`src/rtl/osc_cfg_pkg.sv`:
```
package osc_cfg_pkg;

    localparam int REG_W    = 8;
    localparam int WC_BIT   = 3;
    localparam int RSV_BIT  = 4;

    // writable bits of both registers (bit 4 reserved)
    localparam logic [REG_W-1:0] WMASK       = 8'hEF;
    // power-on image of the divider register also drops the power-down mode bit
    localparam logic [REG_W-1:0] PRE_POR_MASK = 8'hCF;

    localparam logic [3:0] DIV_MAX = 4'd8;

    typedef struct packed {
        logic [REG_W-1:0] pre;   // rate / power-down mode / divider exponent
        logic [REG_W-1:0] ctl;   // amplitude / output enable / write control / address
    } cfg_pair_t;

endpackage

```
`src/rtl/osc_cfg_nvbank.sv`:
```
module osc_cfg_nvbank
    import osc_cfg_pkg::*;
#(
    parameter int               COMMIT_CYCLES = 6,
    parameter logic [REG_W-1:0] FACTORY_PRE   = 8'hFA,
    parameter logic [REG_W-1:0] FACTORY_CTL   = 8'h15
) (
    input  logic      clk,
    input  logic      por_n,
    input  logic      start_i,
    input  cfg_pair_t data_i,
    output cfg_pair_t shadow_o,
    output logic      busy_o
);

    localparam int CNT_W = (COMMIT_CYCLES > 1) ? $clog2(COMMIT_CYCLES) : 1;
    localparam cfg_pair_t FACT_CLEAN = {FACTORY_PRE & PRE_POR_MASK, FACTORY_CTL & WMASK};

    typedef struct packed {
        cfg_pair_t  shadow;
        cfg_pair_t  staged;
        logic       busy;
        logic [CNT_W-1:0] cnt;
    } nv_state_t;

    nv_state_t nv_d, nv_q;

    always_comb begin
        nv_d = nv_q;
        if (nv_q.busy) begin
            if (nv_q.cnt == '0) begin
                nv_d.busy   = 1'b0;
                nv_d.shadow = nv_q.staged;
            end else begin
                nv_d.cnt = nv_q.cnt - 1'b1;
            end
        end else if (start_i) begin
            nv_d.staged = data_i;
            nv_d.busy   = 1'b1;
            nv_d.cnt    = CNT_W'(COMMIT_CYCLES - 1);
        end
        if (!por_n) begin
            nv_d.shadow = FACT_CLEAN;
            nv_d.staged = FACT_CLEAN;
            nv_d.busy   = 1'b0;
            nv_d.cnt    = '0;
        end
    end

    always_ff @(posedge clk) begin
        nv_q <= nv_d;
    end

    assign shadow_o = nv_q.shadow;
    assign busy_o   = nv_q.busy;

    // a copy is never launched on top of a running one
    assert_no_start_busy_R6: assert property (@(posedge clk) disable iff (!por_n)
        start_i |-> !busy_o);

    // the bank content only moves at the end of a copy
    assert_shadow_hold_R5: assert property (@(posedge clk) disable iff (!por_n)
        !busy_o |=> $stable(shadow_o));

endmodule

```
`src/rtl/osc_cfg_decode.sv`:
```
module osc_cfg_decode
    import osc_cfg_pkg::*;
#(
    parameter int                BUS_HI_W    = 4,
    parameter logic [BUS_HI_W-1:0] BUS_ADDR_HI = 4'hB
) (
    input  logic               clk,
    input  logic               rst_n,
    input  cfg_pair_t          regs_i,
    output logic [1:0]         rate_sel_o,
    output logic               pd_low_o,
    output logic [3:0]         div_exp_o,
    output logic [1:0]         amp_sel_o,
    output logic               oe_bit_o,
    output logic               wc_o,
    output logic [BUS_HI_W+2:0] bus_addr_o
);

    always_comb begin
        rate_sel_o = regs_i.pre[7:6];
        pd_low_o   = regs_i.pre[5];
        div_exp_o  = (regs_i.pre[3:0] > DIV_MAX) ? DIV_MAX : regs_i.pre[3:0];
        amp_sel_o  = regs_i.ctl[7:6];
        oe_bit_o   = regs_i.ctl[5];
        wc_o       = regs_i.ctl[WC_BIT];
        bus_addr_o = {BUS_ADDR_HI, regs_i.ctl[2:0]};
    end

    // the exponent never exceeds the clamp
    assert_div_clamp_R8: assert property (@(posedge clk) disable iff (!rst_n)
        div_exp_o <= DIV_MAX);

    // reserved bits never hold a 1 in the working registers
    assert_rsv_zero_R2: assert property (@(posedge clk) disable iff (!rst_n)
        !regs_i.pre[RSV_BIT] && !regs_i.ctl[RSV_BIT]);

endmodule

```
`src/rtl/osc_cfg_regs.sv`:
```
module osc_cfg_regs
    import osc_cfg_pkg::*;
#(
    parameter int                  ADDR_W        = 8,
    parameter logic [ADDR_W-1:0]   PRE_ADDR      = 8'h02,
    parameter logic [ADDR_W-1:0]   CTL_ADDR      = 8'h0D,
    parameter logic [ADDR_W-1:0]   CMD_ADDR      = 8'h3F,
    parameter int                  BUS_HI_W      = 4,
    parameter logic [BUS_HI_W-1:0] BUS_ADDR_HI   = 4'hB,
    parameter int                  COMMIT_CYCLES = 6,
    parameter logic [7:0]          FACTORY_PRE   = 8'hFA,
    parameter logic [7:0]          FACTORY_CTL   = 8'h15
) (
    input  logic               clk,
    input  logic               por_n,
    input  logic               rst_n,
    input  logic [ADDR_W-1:0]  cfg_addr_i,
    input  logic [7:0]         cfg_wdata_i,
    input  logic               cfg_wr_i,
    output logic [7:0]         cfg_rdata_o,
    output logic               busy_o,
    output logic [1:0]         rate_sel_o,
    output logic               pd_low_o,
    output logic [3:0]         div_exp_o,
    output logic [1:0]         amp_sel_o,
    output logic               oe_bit_o,
    output logic               wc_o,
    output logic [BUS_HI_W+2:0] bus_addr_o
);

    typedef struct packed {
        cfg_pair_t regs;
        logic      pend;
    } top_state_t;

    top_state_t st_d, st_q;
    cfg_pair_t  shadow;
    logic       nv_busy;
    logic       nv_start;
    logic       copy_req;
    logic       hit_pre, hit_ctl, hit_cmd;

    assign hit_pre = (cfg_addr_i == PRE_ADDR);
    assign hit_ctl = (cfg_addr_i == CTL_ADDR);
    assign hit_cmd = (cfg_addr_i == CMD_ADDR);

    always_comb begin
        st_d     = st_q;
        copy_req = 1'b0;
        nv_start = st_q.pend && !nv_busy;
        if (cfg_wr_i) begin
            if (hit_pre) begin
                st_d.regs.pre = cfg_wdata_i & WMASK;
                copy_req      = !st_q.regs.ctl[WC_BIT];
            end else if (hit_ctl) begin
                st_d.regs.ctl = cfg_wdata_i & WMASK;
                copy_req      = !cfg_wdata_i[WC_BIT];
            end else if (hit_cmd) begin
                copy_req      = 1'b1;
            end
        end
        st_d.pend = copy_req || (st_q.pend && nv_busy);
        if (!rst_n) begin
            st_d.regs = shadow;
            st_d.pend = 1'b0;
        end
    end

    always_ff @(posedge clk) begin
        st_q <= st_d;
    end

    always_comb begin
        cfg_rdata_o = '0;
        if (hit_pre)      cfg_rdata_o = st_q.regs.pre;
        else if (hit_ctl) cfg_rdata_o = st_q.regs.ctl;
    end

    assign busy_o = st_q.pend || nv_busy;

    osc_cfg_nvbank #(
        .COMMIT_CYCLES (COMMIT_CYCLES),
        .FACTORY_PRE   (FACTORY_PRE),
        .FACTORY_CTL   (FACTORY_CTL)
    ) u_nvbank (
        .clk      (clk),
        .por_n    (por_n),
        .start_i  (nv_start),
        .data_i   (st_q.regs),
        .shadow_o (shadow),
        .busy_o   (nv_busy)
    );

    osc_cfg_decode #(
        .BUS_HI_W    (BUS_HI_W),
        .BUS_ADDR_HI (BUS_ADDR_HI)
    ) u_decode (
        .clk        (clk),
        .rst_n      (rst_n),
        .regs_i     (st_q.regs),
        .rate_sel_o (rate_sel_o),
        .pd_low_o   (pd_low_o),
        .div_exp_o  (div_exp_o),
        .amp_sel_o  (amp_sel_o),
        .oe_bit_o   (oe_bit_o),
        .wc_o       (wc_o),
        .bus_addr_o (bus_addr_o)
    );

    // a copy request shows as busy in the following cycle
    assert_busy_follows_req_R6: assert property (@(posedge clk) disable iff (!rst_n)
        copy_req |=> busy_o);

    // unmapped writes leave the registers alone
    assert_unmapped_quiet_R3: assert property (@(posedge clk) disable iff (!rst_n)
        (cfg_wr_i && !hit_pre && !hit_ctl && !hit_cmd) |=> $stable(st_q.regs));

    // with write control set and nothing queued, a divider write stays idle
    assert_wc_hold_R5: assert property (@(posedge clk) disable iff (!rst_n)
        (cfg_wr_i && hit_pre && st_q.regs.ctl[WC_BIT] && !busy_o) |=> !busy_o);

    // functional reset reloads the working pair from the bank
    assert_reload_R7: assert property (@(posedge clk) disable iff (!por_n)
        !rst_n |=> (st_q.regs == $past(shadow)));

endmodule

```
`config.mk`:
```
export PLATFORM = sky130hd
export DESIGN_NAME = osc_cfg_regs
export DESIGN_NICKNAME = d
export VERILOG_FILES = /design/src/rtl/osc_cfg_pkg.sv /design/src/rtl/osc_cfg_nvbank.sv /design/src/rtl/osc_cfg_decode.sv /design/src/rtl/osc_cfg_regs.sv
export SDC_FILE = /design/constraint.sdc
export NUM_CORES = 1
export LEC_CHECK = 0
export BUFFER_PORTS_ARGS = -buffer_cell sky130_fd_sc_hd__buf_2
export CAP_MARGIN = 40
export CORE_MARGIN = 5
export CORE_UTILIZATION = 50
export DETAILED_ROUTE_END_ITERATION = 6
export PLACE_DENSITY_LB_ADDON = 0.3
export SLEW_MARGIN = 15
export SYNTH_ARGS = -nofsm -noshare
export SYNTH_HDL_FRONTEND = slang
export SYNTH_HIERARCHICAL = 1
export SYNTH_SLANG_ARGS = --single-unit
```
`constraint.sdc`:
```
create_clock -name clk -period 1.91 [get_ports clk]
set_clock_uncertainty 0.15 [all_clocks]
set_input_delay 0.0955 -clock clk [delete_from_list [all_inputs] [get_ports clk]]
set_output_delay 0.0955 -clock clk [all_outputs]
set_load 0.05 [all_outputs]
```
# Word level (Yosys, flattened, before mapping)

Cells that the tools add are included.

Add/subtract/negate cells: 1
Multiply operators: 0
Divide/modulo/power cells: 0
Magnitude comparators: 1
Eq/ne operators: 8
Shifts and indexed selects: 0
Muxes and demuxes: 16
Bitwise logic cells: 1
Reductions and logical operators: 14

Operator list:

| operator                                              | number |
|---|---|
| two-way mux 8 bit                                     | 5 |
| two-way mux 17 bit                                    | 1 |
| two-way mux 16 bit                                    | 1 |
| two-way mux 4 bit                                     | 3 |
| equality test 8 x 2 -> 1 bit, second input constant   | 1 |
| equality test 8 x 4 -> 1 bit, second input constant   | 1 |
| equality test 8 x 6 -> 1 bit, second input constant   | 1 |
| AND reduction 2 bit                                   | 4 |
| inequality test 2 x 1 -> 1 bit, second input constant | 3 |
| two-way mux 1 bit                                     | 5 |
| > comparator 4 bit, second input constant             | 1 |
| inequality test 2 bit, second input constant          | 2 |
| zero test 1 bit                                       | 3 |
| zero test 3 bit                                       | 1 |
| two-way mux 3 bit                                     | 1 |
| AND reduction 3 bit                                   | 1 |
| subtractor 3 x 1 -> 3 bit, second input constant      | 1 |
| logical AND 1 bit                                     | 2 |
| logical OR 1 bit                                      | 2 |
| nonzero test 2 bit                                    | 1 |
| NOT 1 bit                                             | 1 |

Register bits: 53
Bits in latches: 0
Memory bits (writable): 0
Bits in read-only memories: 0
Bits of input ports: 20
Output and inout bits: 27
Logic and storage cells: 50
Memories kept: 0

# Depth between registers and ports, before layout

Gate-level depths: netlist of run 1.

Depth in word-level cells: 7
Depth in mapped cells: 7

# Modules after synthesis

The synthesis of run 1 kept the hierarchy.

By module, submodules not included:

| module         | instances | cells an instance | area an instance (sq um) | seq. area each (sq um) |
|---|---|---|---|---|
| osc_cfg_nvbank | 1         | 181               | 1535.2                   | 720.7 |
| osc_cfg_regs   | 1         | 82                | 888.4                    | 500.5 |
| osc_cfg_decode | 1         | 20                | 135.1                    | 0.0 |

# Worst setup path after synthesis of run 1

Ideal clock, no wire load.

Path type: in2reg
Start: in cfg_addr_i[0]
End: reg st_q[10] (netlist bit), enable pin
Arrival time: 1.264 ns
Required time: 1.435 ns
Setup slack: 0.171 ns
Stages: 3
Cells stage by stage: or4b_4 -> nor4_4 -> a21bo_1

Word-level cells in the longest chain between the ends: 3

Ends and longest elaborated chain:

| what                                            | line               | text |
|---|---|---|
| from (decl)                                     | osc_cfg_regs.sv:17 | `input logic [ADDR_W-1:0] cfg_addr_i,` |
| equality test 8 x 2 -> 1 bit                    | osc_cfg_regs.sv:43 | `assign hit_pre = (cfg_addr_i == PRE_ADDR);` |
| inequality test 2 x 1 -> 1 bit (no source line) | n/a                |  |
| AND reduction 2 bit (no source line)            | n/a                |  |
| to (signal assigned)                            | osc_cfg_regs.sv:70 | `st_q <= st_d;` |
| to (decl)                                       | osc_cfg_regs.sv:36 | `top_state_t st_d, st_q;` |

Every way passes these cells.
A chain may end at the register's enable or synchronous reset.

# Worst setup path in the final report of run 1

Start: in cfg_addr_i[0]
End: out cfg_rdata_o[7]

Word-level cells in the longest chain between the ends: 3
Elaborated cells between the ends (all ways): 4

Ends and longest elaborated chain:

| what                         | line               | text |
|---|---|---|
| equality test 8 x 4 -> 1 bit | osc_cfg_regs.sv:44 | `assign hit_ctl = (cfg_addr_i == CTL_ADDR);` |
| two-way mux 8 bit            | osc_cfg_regs.sv:76 | `else if (hit_ctl) cfg_rdata_o = st_q.regs.ctl;` |
| two-way mux 8 bit *          | osc_cfg_regs.sv:75 | `if (hit_pre) cfg_rdata_o = st_q.regs.pre;` |
| to (decl)                    | osc_cfg_regs.sv:20 | `output logic [7:0] cfg_rdata_o,` |

Every way passes the cells marked *; elsewhere a longest branch is shown, timed or not.

==> results.ini, run 1 <==
[sta]
slew_viol_final=0
grt_setup_unrepaired=false
slew_headroom_pct=59.6
hold_violations=0
setup_violations=0
clock.fmax_mhz=561
fin_crit_sh_pct=93.3
setup_tns_ns=0
tightest_slew_ns=0.606
period_needed_ns=1.78

[clock_tree]
clk_path_buf_depth=2
root_buffer=clkbuf_8
h-tree-depth=2
numClockSinks=53
clk_latency_ns=0.29
cts_tree=yes
numCtsBuffers=5
cts-resized-gates=0
clk_pin_slew_ns=0.09

[floorplanning]
dieArea_sq_mm=0.00665
die_x_um=81.5
rows=26
io_pins=47
start_util_pct=50.7
fp.dieH_um=81.5
core_sq_mm=0.00504

[routing]
vias_per_cell=4.86
drt-initial-drc-count=157
wl_per_cell_um=13.3
drc=0
ant_nets=0
wl_mm=4.97
dr.pass1.iters=4
dr_total_vias=1822

[synthesis]
synth_area_leaders=dfxtp_1 29%, edfxtp_1 19%, nand2_1 11%
synth-xor-area-share_pct=0
yosysWarnings=6
synth_seq_cells=53
synth_mux_area_share_pct=0
synth_area_leader_cell=dfxtp_1
synthSimpleGateAreaFrac_pct=21.6
synth.avg_cell_area_sq_um=9.04
synth_cells=283
ys_seq_area_share_pct=47.7
synth_top_family_by_area=simple AND/OR/NAND/NOR gates
syn_area_sq_mm=0.00256
synth_top_area_share_pct=28.9
yosys.area_share.adder_pct=0.978
synth_compound_area_share_pct=14.4
synth.distinct_cells=38

[layout]
fin_util_pct=55.0
nets=326
layout-drive-gt1-share_pct=23.0
area_growth_syn_to_layout_pct=8.41
diodes=0

[global_route]
gr-total-overflow=0
grt_max_degree=38
antenna_found_initial=0
grt_pass1_vias=1687
grt_pass1_wl_mm=8.02
grt_usage_pct=15.7

[worst_setup_path]
cp_slowest_cell=or4b_4
cp-end-kind=output pin
critPathKind=input port to output pin
required_ns=1.66
crit_arrival_ns=1.54
cp_common_cell=buf_2
cp-start-kind=input port
path_cells=buf_2 -> or4b_4 -> nor4_4 -> buf_4 -> a22o_1 -> buf_2
path_max_fanout=7
slowest_delay_ns=0.54

[place]
gp_congestion=0.770
placement.io_buffers=41
hpwl_mm=3.42

[pwr]
p_comb_share_pct=10.9
switching_share_pct=25.8
p_leak_nw=1.20
seqPwrFrac_pct=59.6
powerDensity_mw_per_mm2=730
p_clk_share_pct=29.5
ir_drop_v=0.000314
p_int_w=0.00150
p_sw_w=0.000522

[hold_path]
hold_path_class=input port to register

[run_status]
run_status=completed

[flow_run]
maxCapViolations=0

power groups by stage:
| stage | Sequential [W] | Clock, W | Combinational, W |
|---|---|---|---|
| floorplan | 0.00122 | 0 | 0.000179 |
| global placement | 0.00123 | 0 | 0.000208 |
| detailed placement | 0.00123 | 0 | 0.000209 |
| CTS | 0.00121 | 0.000613 | 0.000221 |
| global route | 0.00121 | 0.000661 | 0.000234 |
| finish | 0.00121 | 0.000598 | 0.000221 |
critical path, delay by kind of cell:
family / cells / cell delay [ns]
buf+inv: 3 / 0.57
compound gates: 1 / 0.15
simple gates: 2 / 0.72
flip-flops by register name, indices dropped and copies added (netlist names):
signal / flops
u_nvbank/busy_o: 1
st_q: 17
u_nvbank/nv_q: 19
u_nvbank/shadow_o: 16
layer usage:
layer	up-vias	track usage [%]	share of wire, %
met5	-	0	0
met2	53	25.9	46
li1	937	-	-
met1	828	20.8	48
met3	4	2.85	5.4
met4	0	4.90	0.87
final cells by class:
class,instances,area [sq um]
Tap cell,70,87.6
Multi-Input combinational cell,170,960
Fill cell,462,2270
Clock buffer,6,72.6
Timing Repair Buffer,58,363
Sequential cell,53,1220
Inverter,16,60.1
Clock inverter,2,10.0
worst paths after layout:
check / start / to / slack, ns / cells past startpoint
worst max-delay path: cfg_addr_i[0] / cfg_rdata_o[7] / 0.13 / 6
worst min-delay path: cfg_wr_i / st_q[0] / 0.06 / 3
worst max register to register: u_nvbank/nv_q[0] / u_nvbank/nv_q[1] / 0.34 / 6
worst min register to register: u_nvbank/nv_q[10] / u_nvbank/nv_q[10] / 0.31 / 2
cell usage in the layout, fill, tap and decap left out, types with 2 or more instances in the layout:
cell           count
a21boi_1           4
clkbuf_8           5
or2_2              2
a21boi_0          12
dlygate4sd3_1      7
dfxtp_1           37
conb_1             4
and3b_1            2
buf_2             41
nor2_1             2
nand2_1           74
nor2b_1            6
inv_1             16
nand3_1           15
a22o_1             8
nand2b_1           2
clkinv_2           2
buf_4              9
a21boi_2           4
ha_1               2
edfxtp_1          16
o21ai_0           15
and2_1             2
cells in the mapped netlist (all sizes together):
cell type	n
a2111oi	1
a211o	1
a21bo	2
a21boi	20
a22o	8
and2	2
and3	1
and3b	2
buf	39
clkbuf	7
conb	2
dfxtp	37
edfxtp	16
ha	2
inv	16
nand2	74
nand2b	2
nand3	15
nand3b	1
nand4b	1
nor2	2
nor2b	7
nor3	2
nor4	1
o211a	1
o21ai	15
o31a	1
or2	2
or3	1
or4	1
or4b	1
through the flow:
| step | total power (W) | hold slack, ns | setup slack, ns | std cells | instance area [sq um] |
|---|---|---|---|---|---|
| floorplan | 0.00140 | 0.146 | 0.171 | 285 | 2570 |
| global placement | 0.00144 | 0.246 | 0.115 | 360 | 2620 |
| detailed placement | 0.00144 | 0.251 | 0.0865 | 360 | 2620 |
| CTS | 0.00204 | 0.0607 | 0.111 | 375 | 2770 |
| global route | 0.00211 | 0.0826 | 0.0373 | 375 | 2770 |
| finish | 0.00203 | 0.0566 | 0.129 | 375 | 2770 |
kinds of logic (layout without fill, tap and decap cells):
| kind of cell | Yosys count | in the layout |
|---|---|---|
| DFF | 53 | 53 |
| other | 2 | 4 |
| adders and majority gates | 2 | 2 |
| AOI/OAI and AO/OA | 49 | 49 |
| buffers and inverters | 62 | 82 |
| and+or+nand+nor | 115 | 115 |
repair_timing:
item                       CTS  global route
setup endpoints to repair    0             0
hold endpoints to repair    14             0
hold buffers                 7             0
setup buffers                0             0
No activity file was read; power rests on OpenSTA's default activity.
==> run 2: changes to the inputs <==
Settings changed: ABC_AREA set to 1.
==> results.ini, run 2 <==
[place]
hpwl_mm=3.50  ; +2.6%
dp.cells=386  ; +7.2%
dp_slack_ns=0.385  ; +0.298 ns
placement.io_buffers=41  ; unchanged
gp_congestion=0.747  ; -3.0%

[synthesis]
synth_compound_area_share_pct=11.4  ; -3.0 points
yosys.area_share.adder_pct=0.979  ; about the same
yosysWarnings=6  ; unchanged
synth_seq_cells=53  ; unchanged
yosysMostFrequentCell=nand2_1
synth-xor-area-share_pct=0  ; unchanged
async_reset_ff_share_pct=0  ; unchanged
synth_area_leader_cell=dfxtp_1
synth.avg_cell_area_sq_um=8.30  ; -8.2%
synth_common_cells=60 x nand2_1, 37 x dfxtp_1, 32 x inv_1
synth_top_area_share_pct=29.0  ; about the same
ys_seq_area_share_pct=47.8  ; about the same
synth_edf_count=16  ; unchanged
synthSimpleGateAreaFrac_pct=22.7  ; +1.1 points
ys.flop_type=dfxtp_1
synth.distinct_cells=29  ; -24%
synth_mux_area_share_pct=0  ; unchanged
synth_cells=308  ; +8.8%
synth_top_family_by_area=simple AND/OR/NAND/NOR gates
synth_area_leaders=dfxtp_1 29%, edfxtp_1 19%, buf_4 9.1%
syn_area_sq_mm=0.00256  ; about the same

[global_route]
busiest_layer=met2
grt_pass1_wl_mm=8.51  ; +6.1%
use_met1_pct=22.7  ; +1.9 points
grt_usage_pct=17.0  ; +1.3 points
antenna_found_initial=0  ; unchanged
grt_use_met2_pct=27.8  ; +1.9 points
met3_usage_pct=3.73  ; +0.88 points
gr-total-overflow=0  ; unchanged
grt_pass1_vias=1732  ; +2.7%
grt_max_degree=27  ; -29%

[sta]
tightest_slew_ns=0.568  ; -0.0379 ns
fin_crit_sh_pct=82.3  ; -11 points
setup_slack_ns=0.337  ; +0.209 ns
slew_viol_final=0  ; unchanged
setup_violations=0  ; unchanged
period_needed_ns=1.57  ; -0.209 ns
grt_setup_unrepaired=false
hold_violations=0  ; unchanged
clock.fmax_mhz=636  ; +13%
slew_headroom_pct=62.1  ; +2.5 points
setup_tns_ns=0  ; unchanged

[hold_path]
holdPathStages=3  ; unchanged
holdPathEnd=st_q[0]
hold_path_class=input port to register
hp-start=rst_n

[layout]
stdcell_count=402  ; +7.2%
most-common-layout-cells=60 x nand2_1, 41 x buf_2, 37 x dfxtp_1, 32 x inv_1, 31 x nor2_1
largest_reg_flops=19  ; unchanged
fillers=474  ; +2.6%
multi_input_area_sq_um=910  ; -5.2%
nets=353  ; +8.3%
layout-drive-gt1-share_pct=23.5  ; +0.54 points
final_common_cell=nand2_1
regMostFlops=u_nvbank/nv_q
layout.area.seq_sq_mm=0.00122  ; unchanged
area_growth_syn_to_layout_pct=8.86
diodes=0  ; unchanged

[pwr]
powerDensity_mw_per_mm2=751  ; +2.8%
ir_drop_v=0.000576  ; +83%
p_leak_nw=1.27  ; +5.3%

[clock_tree]
cts-resized-gates=0  ; unchanged
clk_pin_slew_ns=0.09  ; about the same
clk_latency_ns=0.30  ; about the same
cts_tree=yes
clk_path_buf_depth=2  ; unchanged
root_buffer=clkbuf_8
numClockSinks=53  ; unchanged
numCtsBuffers=5  ; unchanged
h-tree-depth=2  ; unchanged

[routing]
vias_per_cell=4.74  ; -2.4%
wl_per_cell_um=12.8  ; -3.6%
drc=0  ; unchanged
dr.pass1.iters=4  ; unchanged
ant_nets=0  ; unchanged
drt-initial-drc-count=181  ; +15%
dr_total_vias=1907  ; +4.7%
wl_mm=5.14  ; +3.4%

[worst_setup_path]
critPathKind=register to output pin
cp.depth=4  ; -2
path_max_fanout=4  ; -3
rrSetupSlack_ns=0.39  ; +0.05 ns
path_cells=nor2_1 -> nand2_1 -> a21oi_2 -> buf_2
cp-start-kind=register
critical_path_buf_inv_count=1  ; -2
path_delay_family=flip-flops
cp_slowest_cell=edfxtp_1
required_ns=1.66  ; about the same
cp-end-kind=output pin
r2r_end=u_nvbank/nv_q[2]
r2r_start=u_nvbank/busy_o
crit_start=st_q[10]
slowest_delay_ns=0.47  ; -0.07 ns
reg2reg_depth=5  ; -1
crit_arrival_ns=1.33  ; -0.21 ns

[floorplanning]
fp.dieH_um=81.5  ; about the same
rows=26  ; unchanged
start_util_pct=50.7  ; about the same
io_pins=47  ; unchanged
dieArea_sq_mm=0.00664  ; about the same
die_x_um=81.5  ; about the same
core_sq_mm=0.00504  ; unchanged

[run_status]
run_status=completed

[flow_run]
maxCapViolations=0  ; unchanged

## run 2: per-stage QoR
step / cell area, sq um / util, % / power, W / hold WS, ns
detailed placement: 2600 / 51.6 / 0.00143 / 0.246
CTS: 2780 / 55.2 / 0.00211 / 0.0598
finish: 2780 / 55.2 / 0.00209 / 0.0767
floorplan: 2560 / - / 0.00138 / 0.0812
global route: 2780 / 55.2 / 0.00218 / 0.0831
global placement: 2600 / 51.6 / 0.00142 / 0.246
## run 2: cell families (layout without fill, tap and decap cells)
family | Yosys count | count (layout)
other | 2 | 4
AOI/OAI and AO/OA | 49 | 49
buffers and inverters | 76 | 98
DFF | 53 | 53
adders and majority gates | 2 | 2
and+or+nand+nor | 126 | 126
## run 2: final cells by class
type	count	area share [%]
Clock buffer	7	3.46
Clock inverter	1	0.180
Inverter	35	4.77
Multi-Input combinational cell	181	32.7
Sequential cell	53	43.9
Tap cell	70	3.15
Timing Repair Buffer	55	11.9
## run 2: worst min-delay path: stages
cell and delay, ns:
buf_2 0.24, nand2_1 0.12, inv_1 0.03
## run 2: how the worst max path moves through the flow
stage	to	slack, ns
global placement	cfg_rdata_o[6]	0.40
finish	div_exp_o[1]	0.34
detailed placement	st_q[6]	0.38
floorplan	cfg_rdata_o[3]	0.37
CTS	div_exp_o[1]	0.31
global route	div_exp_o[1]	0.23
## run 2: power breakdown
part           internal, W  switching, W  total [W]
registers          0.00118     0.0000183    0.00120
clock network     0.000328      0.000350   0.000678
logic            0.0000568      0.000154   0.000210
## run 2: layer usage
| layer | wire length (um) | up-vias |
|---|---|---|
| met5 | 0 | - |
| met4 | 59 | 0 |
| met3 | 258 | 7 |
| met2 | 2380 | 42 |
| met1 | 2440 | 867 |
| li1 | - | 991 |
## run 2: repair_timing
action | CTS | global route
setup buffers | 0 | 0
hold buffers | 8 | 0
endpoints found under the hold margin | 15 | 0
==> run 3: changes to the inputs <==
Clock period 1.91 ns to 1.3 ns, I/O delays scaled along.
==> results.ini, run 3 (synthesized netlist as in run 2, its figures left out) <==
[worst_setup_path]
cp-end-kind=output pin
critPathKind=register to output pin
path_cells=nor2_1 -> nand2_1 -> a21oi_2 -> buf_6
slowest_delay_ns=0.43  ; -0.04 ns
cp_slowest_cell=edfxtp_1
required_ns=1.09  ; -0.57 ns
cp-start-kind=register
reg2reg_depth=6  ; +1
crit_arrival_ns=1.25  ; -0.08 ns
path_max_fanout=3  ; -1

[routing]
dr_total_vias=2133  ; +12%
drc=0  ; unchanged
ant_nets=0  ; unchanged
vias_per_cell=4.98  ; +5.1%
wl_per_cell_um=14.3  ; +12%
dr.pass1.iters=5  ; +1
drt-initial-drc-count=132  ; -27%
wl_mm=6.11  ; +19%

[layout]
area_growth_syn_to_layout_pct=31.2
final_common_cell=nand2_1
fillers=407  ; -14%
largest_reg_flops=19  ; unchanged
regMostFlops=u_nvbank/nv_q
final_area_sq_mm=0.00335  ; +21%
layout-drive-gt1-share_pct=40.2  ; +17 points
fin_util_pct=66.5  ; +11 points
nets=379  ; +7.4%
diodes=0  ; unchanged
most-common-layout-cells=42 x nand2_1, 33 x dfxtp_1, 30 x inv_1, 30 x nor2_1

[pwr]
p_total_w=0.00304  ; +46%
ir_drop_v=0.000592  ; +2.8%
powerDensity_mw_per_mm2=907  ; +21%
p_leak_nw=1.45  ; +14%

[sta]
setup_slack_ns=-0.162  ; -0.499 ns
holdWs_ns=0.0512  ; -0.0256 ns
slew_viol_final=0  ; unchanged
hold_violations=0  ; unchanged
grt_setup_unrepaired=true
setup_tns_ns=-1.35  ; -1.35 ns
setup_violations=28  ; +28
clock.fmax_mhz=684
period_needed_ns=1.46
fin_crit_sh_pct=112

[floorplanning]
core_sq_mm=0.00504  ; unchanged
start_util_pct=50.7  ; unchanged
io_pins=47  ; unchanged
rows=26  ; unchanged
dieArea_sq_mm=0.00664  ; unchanged
fp.dieH_um=81.5  ; unchanged
die_x_um=81.5  ; unchanged

[clock_tree]
h-tree-depth=2  ; unchanged
numCtsBuffers=5  ; unchanged
clk_pin_slew_ns=0.09  ; about the same
root_buffer=clkbuf_8
clk_path_buf_depth=2  ; unchanged
numClockSinks=53  ; unchanged
clk_latency_ns=0.31  ; about the same
cts_tree=yes

[global_route]
grt_max_degree=18  ; -33%
grt_usage_pct=18.4  ; +1.4 points
grt_pass1_wl_mm=9.21  ; +8.2%
gr-total-overflow=0  ; unchanged
antenna_found_initial=0  ; unchanged
grt_pass1_vias=1975  ; +14%

[run_status]
violations=negative setup slack
run_status=finished, violations left

[place]
hpwl_mm=3.92  ; +12%
placement.io_buffers=41  ; unchanged
placed_cell_area_sq_mm=0.00274  ; +5.2%
gp_congestion=0.819  ; +9.6%

[flow_run]
maxCapViolations=0  ; unchanged

[hold_path]
hold_path_class=input port to register
holdPathStages=2  ; -1

## run 3: cell types whose count changed in the layout (fill, tap and decap cells not counted), sizes merged
| cell | change |
|---|---|
| dlygate4sd3 | +2 |
| inv | +1 |
| buf | +23 |
## run 3: critical path, delay by kind of cell (launching register included)
kind,cells,cell delay [ns]
DFF,1,0.43
and+or+nand+nor,2,0.19
buffers and inverters,1,0.17
AOI/OAI and AO/OA,1,0.14
## run 3: worst paths after layout
check,from,to,slack (ns)
max,st_q[10],div_exp_o[1],-0.16
min,rst_n,st_q[13],0.05
max reg2reg,u_nvbank/nv_q[1],u_nvbank/shadow_o[2],-0.05
min reg2reg,u_nvbank/shadow_o[13],u_nvbank/shadow_o[13],0.32
## run 3: metrics by stage
stage	std cells	setup slack, ns
2_1_floorplan	310	-0.0434
3_3_place_gp	398	-0.108
3_5_place_dp	398	-0.111
4_1_cts	425	-0.151
5_1_grt	428	-0.255
6_report	428	-0.162
## run 3: report_power, final
group          switching, W  internal, W  total [W]  leakage (nW)
clock network      0.000508     0.000379   0.000887        0.0422
logic              0.000253     0.000140   0.000393         0.949
registers         0.0000266      0.00173    0.00176         0.460
total              0.000787      0.00225    0.00304          1.45
## run 3: layout make-up
type                            count  area (sq um)  share of cell area [%]
Clock buffer                        7          76.3                    2.28
Clock inverter                      1          5.00                   0.149
Inverter                           35           146                    4.36
Multi-Input combinational cell    181          1100                    32.8
Sequential cell                    53          1230                    36.6
Tap cell                           70          87.6                    2.61
Timing Repair Buffer               80           702                    20.9
Timing Repair inverter              1          8.76                   0.261
## run 3: layer usage
layer | vias up | track usage (%) | share of wire [%]
li1 | 1043 | - | -
met1 | 1001 | 22.3 | 42
met2 | 79 | 31.2 | 49
met3 | 10 | 5.26 | 6.5
met4 | 0 | 6.42 | 1.7
met5 | - | 0 | 0
## run 3: repair_timing
item / 4_1_cts / 5_1_grt
buffers inserted: 8 / 2
hold endpoints to repair: 20 / 0
resized for setup: 37 / 75
pin swaps: 7 / 25
gates cloned: 1 / 1
setup endpoints to repair: 27 / 61
hold buffers: 10 / 0
